## config.mk

```make
export PLATFORM = sky130hd
export DESIGN_NAME = thread_switch_top
export DESIGN_NICKNAME = d
export VERILOG_FILES = /design/src/rtl/tsw_pkg.sv /design/src/rtl/tsw_ctx_dp.sv /design/src/rtl/tsw_ctrl.sv /design/src/rtl/thread_switch_top.sv
export SDC_FILE = /design/constraint.sdc
export NUM_CORES = 1
export LEC_CHECK = 0
export ABC_CLOCK_PERIOD_IN_PS = 3900
export BUFFER_PORTS_ARGS = -buffer_cell sky130_fd_sc_hd__buf_2
export CAP_MARGIN = 20
export CORE_MARGIN = 3
export CORE_UTILIZATION = 48
export DETAILED_ROUTE_END_ITERATION = 16
export PLACE_DENSITY = 0.77
export SLEW_MARGIN = 20
export SYNTH_ARGS = -nofsm -noshare
export SYNTH_HDL_FRONTEND = slang
export SYNTH_HIERARCHICAL = 1
export SYNTH_SLANG_ARGS = --single-unit
```

## constraint.sdc

```tcl
create_clock -name clk -period 3.9 [get_ports clk]
set_clock_uncertainty 0.1 [all_clocks]
set_input_delay 0.195 -clock clk [delete_from_list [all_inputs] [get_ports clk]]
set_output_delay 0.195 -clock clk [all_outputs]
set_load 0.02 [all_outputs]
```

## src/rtl/tsw_pkg.sv

```systemverilog
package tsw_pkg;

  typedef enum logic [1:0] {
    TS_READY = 2'd0,
    TS_WAIT  = 2'd1,
    TS_RUN   = 2'd2
  } thrState_t;

  typedef enum logic [1:0] {
    C_RUN   = 2'd0,
    C_FLUSH = 2'd1,
    C_REDIR = 2'd2,
    C_STALL = 2'd3
  } ctlState_t;

  // strobes from control to the context datapath
  typedef struct packed {
    logic saveEn;   // capture the faulting PC
    logic saveTid;  // context that captures it
    logic selTid;   // context driven onto redirectPc
  } dpStrobe_t;

endpackage

```

## src/rtl/tsw_ctx_dp.sv

```systemverilog
module tsw_ctx_dp
  import tsw_pkg::*;
#(
  parameter int PC_W = 32
) (
  input  logic            clk,
  input  logic            rst_n,
  input  logic [PC_W-1:0] startPc,
  input  logic [PC_W-1:0] missPc,
  input  dpStrobe_t       dpStb,
  output logic [PC_W-1:0] redirectPc
);

  localparam int NUM_CTX = 2;

  logic [PC_W-1:0] ctxPc [NUM_CTX];

  for (genvar t = 0; t < NUM_CTX; t++) begin : g_ctx
    always_ff @(posedge clk) begin
      if (!rst_n) begin
        ctxPc[t] <= startPc;
      end else if (dpStb.saveEn && (dpStb.saveTid == 1'(t))) begin
        ctxPc[t] <= missPc;
      end
    end
  end

  assign redirectPc = ctxPc[dpStb.selTid];

endmodule

```

## src/rtl/tsw_ctrl.sv

```systemverilog
module tsw_ctrl
  import tsw_pkg::*;
#(
  parameter int FLUSH_CYCLES = 4
) (
  input  logic       clk,
  input  logic       rst_n,
  input  logic       missValid,
  input  logic [1:0] missRet,
  output dpStrobe_t  dpStb,
  output logic       flush,
  output logic       redirectValid,
  output logic       stall,
  output logic       activeTid
);

  localparam int NUM_CTX = 2;
  localparam int CNT_W   = $clog2(FLUSH_CYCLES + 1);

  ctlState_t        ctlState, ctlNext;
  thrState_t        thrState [NUM_CTX];
  logic [CNT_W-1:0] flushCnt;
  logic             lastMissTid;
  logic [1:0]       readyNow;
  logic             missTake, decide, pickFound, pickTid, goRedir, preferTid;

  // a waiting context whose return arrives this cycle counts as ready
  for (genvar t = 0; t < NUM_CTX; t++) begin : g_ready
    assign readyNow[t] = (thrState[t] == TS_READY) ||
                         ((thrState[t] == TS_WAIT) && missRet[t]);
  end

  assign missTake  = (ctlState == C_RUN) && missValid;
  assign decide    = ((ctlState == C_FLUSH) && (flushCnt == '0)) || (ctlState == C_STALL);
  assign preferTid = ~lastMissTid;

  always_comb begin
    pickFound = 1'b1;
    pickTid   = preferTid;
    if (readyNow[preferTid]) begin
      pickTid = preferTid;
    end else if (readyNow[lastMissTid]) begin
      pickTid = lastMissTid;
    end else begin
      pickFound = 1'b0;
    end
  end

  assign goRedir = decide && pickFound;

  always_comb begin
    ctlNext = ctlState;
    unique case (ctlState)
      C_RUN:   if (missValid) ctlNext = C_FLUSH;
      C_FLUSH: if (flushCnt == '0) ctlNext = pickFound ? C_REDIR : C_STALL;
      C_STALL: if (pickFound) ctlNext = C_REDIR;
      C_REDIR: ctlNext = C_RUN;
      default: ctlNext = C_RUN;
    endcase
  end

  always_ff @(posedge clk) begin
    if (!rst_n) begin
      ctlState    <= C_RUN;
      flushCnt    <= '0;
      activeTid   <= 1'b0;
      lastMissTid <= 1'b1;
    end else begin
      ctlState <= ctlNext;
      if (missTake) begin
        flushCnt    <= CNT_W'(FLUSH_CYCLES - 1);
        lastMissTid <= activeTid;
      end else if ((ctlState == C_FLUSH) && (flushCnt != '0)) begin
        flushCnt <= flushCnt - 1'b1;
      end
      if (goRedir) activeTid <= pickTid;
    end
  end

  for (genvar t = 0; t < NUM_CTX; t++) begin : g_thr
    always_ff @(posedge clk) begin
      if (!rst_n) begin
        thrState[t] <= (t == 0) ? TS_RUN : TS_READY;
      end else if (missTake && (activeTid == 1'(t))) begin
        thrState[t] <= TS_WAIT;
      end else if (goRedir && (pickTid == 1'(t))) begin
        thrState[t] <= TS_RUN;
      end else if ((thrState[t] == TS_WAIT) && missRet[t]) begin
        thrState[t] <= TS_READY;
      end
    end
  end

  assign flush         = (ctlState == C_FLUSH);
  assign redirectValid = (ctlState == C_REDIR);
  assign stall         = (ctlState == C_STALL);

  assign dpStb.saveEn  = missTake;
  assign dpStb.saveTid = activeTid;
  assign dpStb.selTid  = activeTid;

  // an accepted miss opens a flush on the next cycle
  a_r2_miss_opens_flush: assert property (@(posedge clk) disable iff (!rst_n)
    (ctlState == C_RUN && missValid) |=> flush);

  // the flush window never exceeds its length
  a_r2_flush_bounded: assert property (@(posedge clk) disable iff (!rst_n)
    flush |-> (flushCnt < CNT_W'(FLUSH_CYCLES)));

  // leaving the flush lands directly in a redirect or a stall
  a_r3_flush_exit: assert property (@(posedge clk) disable iff (!rst_n)
    $fell(flush) |-> (redirectValid || stall));

  // the redirect target is the context marked running
  a_r3_target_runs: assert property (@(posedge clk) disable iff (!rst_n)
    redirectValid |-> (thrState[activeTid] == TS_RUN));

  // at most one context runs at any time
  a_r1_single_runner: assert property (@(posedge clk) disable iff (!rst_n)
    $onehot0({thrState[1] == TS_RUN, thrState[0] == TS_RUN}));

  // a stall only happens while both contexts wait
  a_r6_stall_all_wait: assert property (@(posedge clk) disable iff (!rst_n)
    stall |-> (thrState[0] == TS_WAIT && thrState[1] == TS_WAIT));

endmodule

```

## src/rtl/thread_switch_top.sv

```systemverilog
module thread_switch_top
  import tsw_pkg::*;
#(
  parameter int PC_W         = 32,
  parameter int FLUSH_CYCLES = 4
) (
  input  logic            clk,
  input  logic            rst_n,
  input  logic [PC_W-1:0] startPc,
  input  logic            missValid,
  input  logic [PC_W-1:0] missPc,
  input  logic [1:0]      missRet,
  output logic            flush,
  output logic            redirectValid,
  output logic [PC_W-1:0] redirectPc,
  output logic            activeTid,
  output logic            stall
);

  dpStrobe_t dpStb;

  tsw_ctrl #(.FLUSH_CYCLES(FLUSH_CYCLES)) ctrl_i (
    .clk           (clk),
    .rst_n         (rst_n),
    .missValid     (missValid),
    .missRet       (missRet),
    .dpStb         (dpStb),
    .flush         (flush),
    .redirectValid (redirectValid),
    .stall         (stall),
    .activeTid     (activeTid)
  );

  tsw_ctx_dp #(.PC_W(PC_W)) dp_i (
    .clk        (clk),
    .rst_n      (rst_n),
    .startPc    (startPc),
    .missPc     (missPc),
    .dpStb      (dpStb),
    .redirectPc (redirectPc)
  );

endmodule

```

==> summary.md, run 1 <==
| Metric | Value |
|---|---|
| Worst EP arrival | `2.47 ns` |
| Pwr Density | `438 mW/mm²` |
| Synth Register Bits | `75` |
| I/O pins | `105` |
| Post-synthesis sequential area ratio | `0.550` |
| DR pass1 iterations | `4` |
| Nets | `415` |
| Ys flop type | `edfxtp_1` |
| Distinct cells, synth | `37` |
| Critical Path RT | `3.90 ns` |
| Clock Latency Late Sink | `0.35 ns` |
| Cell row count | `32` |
| Status | `completed` |
| Filler cells | `617` |
| Final setup viols | `0` |
| Layout cells sized above 1 | `0.645` |
| Die area | `0.00939 mm²` |
| DP Wirelength | `5070 µm` |
| Post-Route M1 WL | `2980 µm` |
| Highest metal used | `met4` |
| Core area | `0.00789 mm²` |
| Initial Util | `0.503` |
| Metal2 WL | `3760 µm` |
| CTS tree | `yes` |
| First-pass GRT wire length | `11,500 µm` |
| Largest net degree at the start of global routing | `33` |
| Commonest non-fill, non-tap cell in the layout | `buf_2` |
| Clock Sink Count | `75` |
| CTS-repair resized insts | `0` |
| Routed length on met3 | `379 µm` |
| Footprint of the multi-input gates | `0.00166 mm²` |
| Register area | `0.00218 mm²` |
| Drc violations | `0` |
| Die outline height | `96.9 µm` |
| H-tree depth | `3` |
| Vias in the first global route | `2,406` |
| Root buffer cell | `clkbuf_8` |
| GPL Wtd Cong | `0.772` |
| RSZ-0062 raised after global routing | `false` |
| Tmin final | `2.47 ns` |
| DP Worst Slack | `1.41 ns` |
| CTS Buf Count | `9` |
| Synth Instances | `239` |
| Critical path capture point type | `flip-flop` |
| Gr ovfl total | `0` |
| Hold-fix buffers, CTS | `0` |
| Slew headroom | `0.275` |
| Fmax | `405 MHz` |
| MaxCap Viol Count | `0` |
| Die W | `96.9 µm` |
| Global Route Usage Sum | `0.157` |
| Vias per Instance | `5.16` |
| Hold Violations, Final | `0` |
| Most frequent cells in the layout | `buf_2 (104), edfxtp_1 (68), mux2_4 (60), mux2_2 (34), clkbuf_8 (10)` |
| Pwr Total | `2080 µW` |
| Clock Pin Slew Worst Setup and Hold Paths | `0.07 ns` |
| Final Max Slew Viols | `0` |
| Routed len/inst | `16.0 µm` |
| Syn nets | `310` |
| I/O Buffers | `104` |
| Warnings from Yosys | `6` |
| Ant diodes | `0` |
| Critical path peak fanout | `32` |
| Syn avg cell area | `16.6 µm²` |
| Critical Setup Path Class | `reg2reg` |
| DRT antenna net count | `0` |
| Final worst slack | `1.43 ns` |
| Final period util | `0.633` |
| Starting DRT DRC Count | `69` |
| Worst-case clock buffer depth | `2` |
| Total wire length | `7240 µm` |
| Initial antenna violation count | `0` |
| Synthesized area | `0.00397 mm²` |
| Worst slew pin tran | `1.08 ns` |
| Async set-reset flop share out of synthesis | `0` |
| Peak VDD IR | `215 µV` |
| Leakage power | `0.00215 µW` |
| Post-CTS setup buffers | `0` |
| CP startpoint kind | `flip-flop` |
| P&R area growth vs syn | `20.0%` |
| Total number of vias | `2,327` |
| Post-synth EDFFs | `68` |
| Fin Setup TNS | `0 ns` |
| Worst Hold Class | `in2reg` |
[flip-flops by register name, indices dropped and copies added (netlist names)]
| register | flops |
|---|---|
| dp_i/ctxPc | 64 |
| ctrl_i/flushCnt | 3 |
| ctrl_i/thrState | 4 |
| ctrl_i/ctlState | 2 |
| ctrl_i/activeTid | 1 |
| ctrl_i/lastMissTid | 1 |
[path summary, 6_finish.rpt]
kind                      start            endpoint  slack [ns]  cells after the start
max            ctrl_i/activeTid   dp_i/ctxPc[0][31]        1.43                      3
min                   missPc[0]    dp_i/ctxPc[1][0]        0.06                      2
max reg2reg    ctrl_i/activeTid   dp_i/ctxPc[0][31]        1.43                      3
min reg2reg  ctrl_i/lastMissTid  ctrl_i/lastMissTid        0.40                      1
[Yosys cell counts, types with 3 or more instances]
master	count	area, µm²
a21o_1	3	22.5
a21oi_1	4	20.0
buf_2	3	15.0
buf_4	3	22.5
buf_6	6	67.6
dfxtp_1	7	140
edfxtp_1	68	2040
inv_1	6	22.5
mux2_2	34	383
mux2_4	60	901
nand2_1	6	22.5
nor2_1	5	18.8
nor2b_1	3	18.8
o21ai_0	3	15.0
[report_power, final]
group          internal [µW]  switching, µW
logic                    214            222
registers                969           30.1
clock network            375            275
total                   1560            527
[per-stage QoR]
step | cell area [µm²] | instances | hold slack [ns] | utilization
after floorplan | 3970 | 239 | 0.213 | -
after global placement | 4540 | 435 | 0.383 | 0.576
after detailed placement | 4540 | 435 | 0.382 | 0.576
after CTS | 4760 | 451 | 0.0444 | 0.603
after global routing | 4760 | 451 | 0.0426 | 0.603
final | 4760 | 451 | 0.0560 | 0.603
[routing by layer]
metal  track usage  up-vias
met4        0.0648        0
li1              -     1114
met5             0        -
met2         0.270       70
met1         0.187     1131
met3        0.0382       12
[logic make-up (layout without fill, tap and decap cells)]
| logic type | Yosys count | in the layout | share of synthesized area |
|---|---|---|---|
| muxes | 98 | 98 | 0.334 |
| DFF | 75 | 75 | 0.550 |
| and+or+nand+nor | 27 | 27 | 0.0464 |
| buffers and inverters | 20 | 130 | 0.0341 |
| AOI/OAI and AO/OA | 16 | 16 | 0.0262 |
| adders and majority gates | 2 | 2 | 0.00631 |
| xor gates and xnor gates | 1 | 1 | 0.00221 |
[layout make-up]
class / count / share of cell area
clock buffer: 11 / 0.0297
inverter: 7 / 0.00552
timing repair buffer: 107 / 0.114
multi-input combinational: 144 / 0.349
sequential: 75 / 0.459
tap: 102 / 0.0268
clock inverter: 5 / 0.0160
[worst max-delay path: stages, from the launching register on]
cell and delay, ns:
dfxtp_2 0.67, buf_4 0.39, nand3b_4 0.64, mux2_2 0.41
Note: power is estimated with default switching activity, not from simulation.
==> inputs of run 2 (changes only) <==
- ABC_AREA: not set -> 1
- ABC_CLOCK_PERIOD_IN_PS: 3900 -> 2000
- PLACE_DENSITY: 0.77 -> 0.76
- clock period: 3.9 -> 2 ns (I/O delays scaled with it)
==> run 2 against run 1 <==
Compared with the run above: synthesized area grew 2.8%; via count up 71%; highest routed layer unchanged; final cell count up 66%; cell area increased by 16%; setup slack got worse by 1.3 ns; sequential share of layout area fell by 6.1 points.
==> summary.md, run 2 <==
| Metric | Value |
|---|---|
| Most frequent cells in the layout | `nand2_1 (175), buf_2 (104), edfxtp_1 (68), nand4_1 (64), dlygate4sd3_1 (63)` |
| Die W | `98.2 µm (+1.3%)` |
| I/O Buffers | `104 (unchanged)` |
| Slew headroom | `0.634 (+0.358)` |
| Starting DRT DRC Count | `236 (+240%)` |
| DRT antenna net count | `0 (unchanged)` |
| Fmax | `542 MHz` |
| DP Wirelength | `6680 µm (+32%)` |
| Cell row count | `32 (unchanged)` |
| Max FFs per register | `64 (unchanged)` |
| Filler cells | `612 (-0.81%)` |
| Largest regs | `dp_i/ctxPc: 64 flops, ctrl_i/thrState: 4 flops, ctrl_i/flushCnt: 3 flops` |
| Layout Utilization | `0.690 (+0.0869)` |
| Drc violations | `0 (unchanged)` |
| Worst EP arrival | `1.64 ns (-0.83 ns)` |
| Tmin final | `1.84 ns` |
| DR pass1 iterations | `6 (+2)` |
| Final setup viols | `0 (unchanged)` |
| Worst R2R Path Depth | `6 (+3)` |
| Critical Setup Path Class | `reg2out` |
| Critical path capture point type | `output port` |
| GPL Wtd Cong | `0.851 (+10%)` |
| Fin Setup TNS | `0 ns (unchanged)` |
| Ant diodes | `0 (unchanged)` |
| Worst Hold Class | `in2reg` |
| Worst Hold End | `dp_i/ctxPc[0][31]` |
| Worst R2R Start | `ctrl_i/ctlState[1]` |
| Syn nets | `555 (+79%)` |
| Global Route Usage Sum | `0.228 (+0.0718)` |
| Final period util | `0.922` |
| Clock Latency Late Sink | `0.33 ns (-0.02 ns)` |
| Worst-case clock buffer depth | `2 (unchanged)` |
| Main area contributors after synthesis | `edfxtp_1 (50%), nand2_1 (16%), nand4_1 (9.8%)` |
| Status | `completed` |
| Commonest non-fill, non-tap cell in the layout | `nand2_1` |
| Critical path peak fanout | `58 (+81%)` |
| P&R area growth vs syn | `34.8%` |
| Hold path depth | `3 (+1)` |
| Initial antenna violation count | `0 (unchanged)` |
| Gr ovfl total | `0 (unchanged)` |
| Vias in the first global route | `3,965 (+65%)` |
| CTS Buf Count | `9 (unchanged)` |
| Pwr Density | `806 mW/mm² (+84%)` |
| RSZ-0062 raised after global routing | `false` |
| Post-synth EDFFs | `68 (unchanged)` |
| Total wire length | `10,900 µm (+51%)` |
| CP startpoint kind | `flip-flop` |
| Clock Pin Slew Worst Setup and Hold Paths | `0.08 ns (about the same)` |
| Yosys top cell area share | `0.501 (-0.0142)` |
| Post-CTS setup buffers | `0 (unchanged)` |
| MaxCap Viol Count | `0 (unchanged)` |
| First-pass GRT wire length | `17,800 µm (+55%)` |
| Vias per Instance | `5.34 (+3.4%)` |
| Initial Util | `0.512 (+0.00908)` |
| Die area | `0.00964 mm² (+2.7%)` |
| Commonest cells in the synthesized netlist | `nand2_1 (175), edfxtp_1 (68), nand4_1 (64)` |
| Worst R2R Setup Slack | `0.29 ns (-1.14 ns)` |
| Root buffer cell | `clkbuf_8` |
| Largest net degree at the start of global routing | `59 (+79%)` |
| Die outline height | `98.2 µm (+1.3%)` |
| Synthesized area | `0.00408 mm² (+2.8%)` |
| Syn avg cell area | `8.42 µm² (-49%)` |
| Count leader, synth | `nand2_1` |
| Worst reg2reg path endpoint | `dp_i/ctxPc[0][27]` |
| Synth Instances | `484 (+100%)` |
| Cell taking the most area after synthesis | `edfxtp_1` |
| H-tree depth | `3 (unchanged)` |
| Clock Sink Count | `75 (unchanged)` |
| Total number of vias | `3,987 (+71%)` |
| Routed len/inst | `14.6 µm (-8.8%)` |
| Peak VDD IR | `420 µV (+95%)` |
| Top reg by flops | `dp_i/ctxPc` |
| Ys flop type | `edfxtp_1` |
| Warnings from Yosys | `6 (unchanged)` |
| Hold Violations, Final | `0 (unchanged)` |
| Post-synthesis sequential area ratio | `0.535 (-0.0152)` |
| Core area | `0.00797 mm² (+1.0%)` |
| Worst slew pin tran | `0.550 ns (-0.533 ns)` |
| Layout cells sized above 1 | `0.226 (-0.418)` |
| Synth Register Bits | `75 (unchanged)` |
| Distinct cells, synth | `23 (-38%)` |
| Nets | `711 (+71%)` |
| Async set-reset flop share out of synthesis | `0 (unchanged)` |
| Hold wc startpoint | `missPc[31]` |
| I/O pins | `105 (unchanged)` |
| Critical Path RT | `1.80 ns (-2.10 ns)` |
| CTS tree | `yes` |
| Final Max Slew Viols | `0 (unchanged)` |
| Leakage power | `0.00261 µW (+21%)` |
## run 2: changes by cell type after synthesis, moves of 11 or more
cell / previous run / this run
mux2_2: 34 / 0
inv_1: 6 / 53
nand3_1: 0 / 11
nand4_1: 1 / 64
nand2_1: 6 / 175
buf_2: 3 / 23
mux2_4: 60 / 0
clkbuf_1: 1 / 12
o21ai_0: 3 / 34
## run 2: where the power goes
part / leakage, µW / switching (µW) / total (µW) / internal, µW
logic: 0.00178 / 880 / 1340 / 458
registers: 0.000737 / 62.3 / 2000 / 1940
clock network: 0.0000890 / 514 / 1090 / 573
total: 0.00261 / 1460 / 4430 / 2970
## run 2: timing repair
| action | 4_1_cts | 5_1_grt |
|---|---|---|
| resized for setup | 0 | 0 |
| hold endpoints to repair | 64 | 0 |
| hold buffers | 63 | 0 |
## run 2: logic make-up after synthesis
| group | after synthesis | share of synthesized area |
|---|---|---|
| AO/OA/AOI/OAI | 45 | 0.0635 |
| XOR/XNOR | 1 | 0.00215 |
| adder cells (fa/ha/maj) | 2 | 0.00614 |
| buffers and inverters | 93 | 0.0954 |
| flip-flops | 75 | 0.535 |
| AND/OR/NAND/NOR | 268 | 0.298 |
## run 2: area by class of cell
class,instances,area (µm²),area share
Multi-Input combinational cell,316,1530,0.278
Clock inverter,3,38.8,0.00706
Inverter,55,206,0.0376
Tap cell,102,128,0.0232
Clock buffer,13,139,0.0253
Sequential cell,75,2190,0.398
Timing Repair Buffer,183,1270,0.231
## run 2: critical path: stages (launching register included)
cell and delay (ns):
dfxtp_4 0.40, buf_4 0.46, o21ai_0 0.24, buf_2 0.21
## run 2: worst max-delay path by stage
stage / startpoint / end / slack [ns] / cells after the start
2_1_floorplan: ctrl_i/ctlState[1] / dp_i/ctxPc[1][0] / 0.007 / 7
3_3_place_gp: ctrl_i/ctlState[1] / dp_i/ctxPc[1][8] / 0.37 / 6
3_5_place_dp: ctrl_i/ctlState[1] / dp_i/ctxPc[0][17] / 0.29 / 6
4_1_cts: ctrl_i/activeTid / redirectPc[0] / 0.13 / 4
5_1_grt: ctrl_i/activeTid / redirectPc[4] / 0.02 / 4
6_report: ctrl_i/activeTid / redirectPc[0] / 0.16 / 3
## run 2: metrics by stage
| stage | hold slack [ns] | cell area [µm²] | worst slack (ns) | std cells | total power, µW |
|---|---|---|---|---|---|
| 6_report | 0.0276 | 5500 | 0.155 | 747 | 4430 |
| 3_5_place_dp | 0.284 | 4690 | 0.288 | 668 | 3270 |
| 5_1_grt | 0.00652 | 5500 | 0.0201 | 747 | 4660 |
| 2_1_floorplan | 0.179 | 4110 | 0.00677 | 484 | 2870 |
| 3_3_place_gp | 0.278 | 4690 | 0.365 | 668 | 3230 |
| 4_1_cts | 0.00199 | 5500 | 0.126 | 747 | 4450 |
## run 2: routing by layer
layer  share of wire  GRT usage  vias to the layer above
met5               0          0                        -
met4           0.019     0.0903                        0
met3           0.078     0.0500                       18
met2            0.51      0.402                      200
met1            0.39      0.272                     1832
li1                -          -                     1937
